$ cat src/rtl/addr_window_cs_pkg.sv
package addr_window_cs_pkg;

   // log2 bytes of the smallest legal window
   localparam int unsigned MIN_SZ_LOG2 = 12;

   // returns the compare mask for one window: bits at or above the size
   function automatic logic [23:0] size_mask(input logic [4:0] sz);
      logic [23:0] m;
      int unsigned eff;
      eff = (sz < MIN_SZ_LOG2) ? MIN_SZ_LOG2 : int'(sz);
      for (int b = 0; b < 24; b++) begin
         m[b] = (b >= eff);
      end
      return m;
   endfunction

   // number of segment address lines for a space limit code
   function automatic logic [3:0] seg_count(input logic [1:0] code);
      logic [3:0] n;
      unique case (code)
         2'd0:    n = 4'd0;
         2'd1:    n = 4'd2;
         2'd2:    n = 4'd4;
         default: n = 4'd8;
      endcase
      return n;
   endfunction

endpackage

$ cat src/rtl/awc_win_match.sv
module awc_win_match
   import addr_window_cs_pkg::*;
#(
   parameter int unsigned ADDR_W = 24,
   parameter int unsigned SZ_W   = 5
) (
   input  logic [ADDR_W-1:0] addr,
   input  logic [ADDR_W-1:0] base,
   input  logic [SZ_W-1:0]   size_log2,
   input  logic              enable,
   output logic              hit
);
   logic [ADDR_W-1:0] mask;

   always_comb begin
      mask = size_mask(size_log2);
      hit  = enable && ((addr & mask) == (base & mask));
   end
endmodule

$ cat src/rtl/awc_prio.sv
module awc_prio #(
   parameter int unsigned NUM_WIN = 4,
   parameter int unsigned IDX_W   = 3
) (
   input  logic [NUM_WIN-1:0] hits,
   output logic [IDX_W-1:0]   idx
);
   // ascending scan: the last match is the highest-numbered window
   always_comb begin
      idx = '0;
      for (int i = 0; i < NUM_WIN; i++) begin
         if (hits[i]) idx = IDX_W'(i + 1);
      end
   end
endmodule

$ cat src/rtl/awc_cs_reg.sv
module awc_cs_reg #(
   parameter int unsigned NUM_CS = 5,
   parameter int unsigned IDX_W  = 3
) (
   input  logic              clk,
   input  logic              rst_n,
   input  logic              strobe,
   input  logic [IDX_W-1:0]  idx_next,
   output logic [IDX_W-1:0]  idx_q,
   output logic [NUM_CS-1:0] cs_n_q,
   output logic              active_q
);
   logic [NUM_CS-1:0] onehot;

   always_comb begin
      onehot = '0;
      onehot[idx_next] = 1'b1;
   end

   always_ff @(posedge clk or negedge rst_n) begin
      if (!rst_n) begin
         active_q <= 1'b0;
         idx_q    <= '0;
         cs_n_q   <= '1;
      end else if (!strobe) begin
         active_q <= 1'b0;
         cs_n_q   <= '1;
      end else if (!active_q) begin
         active_q <= 1'b1;
         idx_q    <= idx_next;
         cs_n_q   <= ~onehot;
      end
   end
endmodule

$ cat src/rtl/addr_window_cs.sv
module addr_window_cs
   import addr_window_cs_pkg::*;
#(
   parameter int unsigned ADDR_W  = 24,
   parameter int unsigned NUM_WIN = 4,
   parameter int unsigned SZ_W    = 5,
   localparam int unsigned NUM_CS = NUM_WIN + 1,
   localparam int unsigned IDX_W  = $clog2(NUM_CS)
) (
   input  logic                      clk,
   input  logic                      rst_n,
   input  logic [ADDR_W-1:0]         acc_addr,
   input  logic                      acc_strobe,
   input  logic [NUM_WIN*ADDR_W-1:0] win_base,
   input  logic [NUM_WIN*SZ_W-1:0]   win_size,
   input  logic [NUM_WIN-1:0]        win_en,
   input  logic [1:0]                space_sel,
   input  logic                      ready_en,
   input  logic                      ready_in,
   output logic [IDX_W-1:0]          cfg_idx,
   output logic [NUM_CS-1:0]         cs_n,
   output logic [3:0]                seg_lines,
   output logic                      wait_stretch
);
   if (ADDR_W != 24) begin : g_bad_addr
      $error("addr_window_cs: ADDR_W must be 24");
   end
   if (NUM_WIN != 4) begin : g_bad_win
      $error("addr_window_cs: the override hierarchy needs NUM_WIN of 4");
   end
   if (SZ_W != 5) begin : g_bad_sz
      $error("addr_window_cs: SZ_W must be 5");
   end

   logic [NUM_WIN-1:0] hits;
   logic [IDX_W-1:0]   idx_next;
   logic               active;

   for (genvar k = 0; k < NUM_WIN; k++) begin : g_win
      awc_win_match #(.ADDR_W(ADDR_W), .SZ_W(SZ_W)) u_match (
         .addr      (acc_addr),
         .base      (win_base[k*ADDR_W +: ADDR_W]),
         .size_log2 (win_size[k*SZ_W +: SZ_W]),
         .enable    (win_en[k]),
         .hit       (hits[k])
      );
   end

   awc_prio #(.NUM_WIN(NUM_WIN), .IDX_W(IDX_W)) u_prio (
      .hits (hits),
      .idx  (idx_next)
   );

   awc_cs_reg #(.NUM_CS(NUM_CS), .IDX_W(IDX_W)) u_cs (
      .clk      (clk),
      .rst_n    (rst_n),
      .strobe   (acc_strobe),
      .idx_next (idx_next),
      .idx_q    (cfg_idx),
      .cs_n_q   (cs_n),
      .active_q (active)
   );

   assign seg_lines    = seg_count(space_sel);
   assign wait_stretch = active & ready_en & ready_in;
endmodule

$ cat config.mk
export PLATFORM = sky130hd
export DESIGN_NAME = addr_window_cs
export DESIGN_NICKNAME = d
export VERILOG_FILES = /design/src/rtl/addr_window_cs_pkg.sv /design/src/rtl/awc_win_match.sv /design/src/rtl/awc_prio.sv /design/src/rtl/awc_cs_reg.sv /design/src/rtl/addr_window_cs.sv
export SDC_FILE = /design/constraint.sdc
export NUM_CORES = 1
export LEC_CHECK = 0
export ABC_AREA = 1
export BUFFER_PORTS_ARGS = -buffer_cell sky130_fd_sc_hd__buf_2
export CAP_MARGIN = 10
export CORE_ASPECT_RATIO = 1.75
export CORE_MARGIN = 2
export CORE_UTILIZATION = 39
export CTS_CLUSTER_DIAMETER = 50
export CTS_CLUSTER_SIZE = 40
export DETAILED_ROUTE_END_ITERATION = 12
export PLACE_DENSITY = 0.83
export SETUP_SLACK_MARGIN = 0.4
export SLEW_MARGIN = 10
export SYNTH_ARGS = -nofsm -noshare
export SYNTH_HDL_FRONTEND = slang
export SYNTH_SLANG_ARGS = --single-unit
$ cat constraint.sdc
create_clock -name clk -period 1.4 [get_ports clk]
set_input_delay 0.28 -clock clk [delete_from_list [all_inputs] [get_ports clk]]
set_output_delay 0.28 -clock clk [all_outputs]
set_load 0.02 [all_outputs]
==> flow_metrics.env <==
export IMPL_grt_max_degree=10
export IMPL_p_per_area_nw_per_um2=465
export IMPL_worstPathCellList="buf_6, buf_12, xnor2_2, nor3_1, nor2_1, buf_4, nand3_4, nand2_1, nor2_1, a21oi_1"
export IMPL_cts_buffer_depth=2
export IMPL_io_pins=164
export IMPL_synth_edf_count=0
export IMPL_die_area_um2=5380
export IMPL_wl_mm=6.70
export IMPL_first_iter_violations=55
export IMPL_syn_num_nets=533
export IMPL_setup_worst_path_end_class="flip-flop"
export IMPL_cts_tree="built"
export IMPL_setup_tns_ps=0
export IMPL_status="finished clean"
export IMPL_postRouteAntennaNets=0
export IMPL_period_minus_slack_ps=1330
export IMPL_total_power_uw=1420
export IMPL_final_common_cell="nand2_1"
export IMPL_synthArstFlopShare_pct=100
export IMPL_insertion_delay_ps=240
export IMPL_fin_nets=649
export IMPL_finalHoldViolations=0
export IMPL_ys_warn_count=0
export IMPL_antenna_found_initial=0
export IMPL_vias=2641
export IMPL_ir_drop_v=0.000558
export IMPL_critPathMaxStageDelay_ps=190
export IMPL_synth_cell_area_um2=1870
export IMPL_crit_fanout=5
export IMPL_max_freq_ghz=0.751
export IMPL_die_y_um=95.5
export IMPL_critPathKind="in -> reg"
export IMPL_p_leak_uw=0.00182
export IMPL_synth_cell_types=27
export IMPL_start_kind="input pin"
export IMPL_die_x_um=56.3
export IMPL_htreeDepth=1
export IMPL_ys_flop_type="dfstp_2"
export IMPL_num_rows=33
export IMPL_clock_sinks=9
export IMPL_setup_viol=0
export IMPL_io_buffer_count=102
export IMPL_drt_first_pass_iters=4
export IMPL_path_buf_inv=3
export IMPL_via_per_inst=4.81
export IMPL_required_ps=1550
export IMPL_critPathArrivalTime_ps=1490
export IMPL_clkTransAtPathRegs_ps=50
export IMPL_slew_violations=0
export IMPL_syn_avg_cell_area_um2=4.89
export IMPL_hp_class="in -> reg"
export IMPL_critPathMostFrequentCell="nor2_1"
export IMPL_rsz0062_at_grt="true"
export IMPL_hpwl_mm=5.04
export IMPL_setup_ws_ps=67.6
export IMPL_cap_viol_max_count=0
export IMPL_gp_congestion=0.871
export IMPL_gr_total_overflow=0
export IMPL_initial_core_util_pct=40.0
export IMPL_syn_inst=382
export IMPL_drive_gt1_share_pct=42.5
export IMPL_antenna_cells=0
export IMPL_crit_path_top_delay_cell="a21oi_1"
export IMPL_cp_top_family="simple AND/OR/NAND/NOR gates"
export IMPL_core_region_area_um2=4670
export IMPL_fin_crit_sh_pct=95.2
export IMPL_ys_seq_area_share_pct=12.4
export IMPL_track_usage_pct=22.4
export IMPL_holdWs_ps=176
export IMPL_fin_skew_ps=1.60
export IMPL_wire_per_inst_um=12.2
export IMPL_ys_ff_latch=9
export IMPL_multiInputGateArea_um2=1610
export IMPL_post_place_ws_ps=-123
export IMPL_final_fill_count=453
export IMPL_grt_pass1_wl_mm=9.74
export IMPL_grt_pass1_vias=2404
export IMPL_drcViolationCount=0
export IMPL_cts_buffers=3
export IMPL_final_cell_mix="nand2_1 (133), buf_2 (71), inv_1 (52)"
export IMPL_synthToLayoutAreaGrowth_pct=63.5
export IMPL_clockRootBuffer="clkbuf_8"
export IMPL_regArea_um2=231
## cells in the mapped netlist, types with 2 or more instances
| library cell | n | area, um2 |
|---|---|---|
| nand2_1 | 156 | 586 |
| inv_1 | 64 | 240 |
| nor2_1 | 49 | 184 |
| nand3_1 | 42 | 210 |
| xnor2_1 | 8 | 70.1 |
| o21ai_0 | 6 | 30.0 |
| xor2_1 | 6 | 52.6 |
| a21oi_1 | 5 | 25.0 |
| dfstp_2 | 5 | 131 |
| inv_2 | 5 | 18.8 |
| dfrtp_1 | 4 | 100 |
| nand4_1 | 4 | 25.0 |
| buf_6 | 3 | 33.8 |
| nand2_2 | 3 | 18.8 |
| o21ai_1 | 3 | 15.0 |
| o21ai_2 | 3 | 26.3 |
| and3_1 | 2 | 12.5 |
| buf_2 | 2 | 10.0 |
| buf_4 | 2 | 15.0 |
| nor2_2 | 2 | 12.5 |
| or2_1 | 2 | 12.5 |
## stage by stage
step / std cells / area, um2 / utilization [%]
finish: 549 / 3050 / 65.4
global route: 549 / 3050 / 65.4
CTS: 546 / 2720 / 58.4
detailed placement: 538 / 2480 / 53.2
global placement: 538 / 2480 / 53.2
floorplan: 382 / 1920 / -
## cells by family after synthesis
family,count (synthesis),share of synthesized area (%)
xor+xnor,14,6.57
compound gates,18,5.56
other cells,1,0.201
simple gates,263,58.0
buf+inv,77,17.3
flops,9,12.4
## sequential cells by signal, summed over array words and instances (netlist names)
register,cells
u_cs.cs_n_q,5
u_cs.idx_q,3
u_cs.active_q,1
## layer usage
metal / vias to the layer above / GRT usage, % / wire length (um)
met1: 1125 / 22.7 / 2410
met2: 115 / 47.0 / 3700
li1: 1376 / - / -
met4: 0 / 6.55 / 227
met3: 25 / 1.76 / 364
met5: - / 0 / 0
## layout make-up
cell class / instances / area share, %
Tap cell: 52 / 2.13
Clock buffer: 4 / 1.48
Sequential cell: 9 / 7.59
Inverter: 69 / 8.82
Multi-Input combinational cell: 296 / 52.6
Timing Repair Buffer: 119 / 27.4
## final timing paths
path	from	end	slack, ps	cells past startpoint
setup / recovery	acc_addr[21]	u_cs.cs_n_q[1]	70	10
hold / removal	acc_strobe	u_cs.active_q	180	1
setup reg to reg	u_cs.active_q	u_cs.cs_n_q[0]	190	6
hold reg to reg	u_cs.cs_n_q[0]	u_cs.cs_n_q[0]	520	2
max in group asynchronous	rst_n	u_cs.cs_n_q[3]	720	2
min in group asynchronous	rst_n	u_cs.idx_q[0]	440	2
## worst register-to-register path: stages, from the launching register on
cell and delay, ps:
dfrtp_1 400, nor2_2 210, inv_1 150, nor2_4 180, nand2_1 70, nor2_1 80
nor2_1 50
## power by group
group | internal [uW] | total [uW] | leakage (uW) | switching, uW
registers | 274 | 281 | 0.000106 | 7.25
logic | 373 | 831 | 0.00169 | 458
clock network | 199 | 308 | 0.0000228 | 109
## timing repair
action                                  CTS  global route
hold buffers                              1             0
pin swaps                                11            54
gates resized for setup                  57            95
endpoints found under the hold margin     4             0
buffers inserted                          3             3
endpoints found under the setup margin   17            17
No activity file was read; power rests on OpenSTA's default activity.
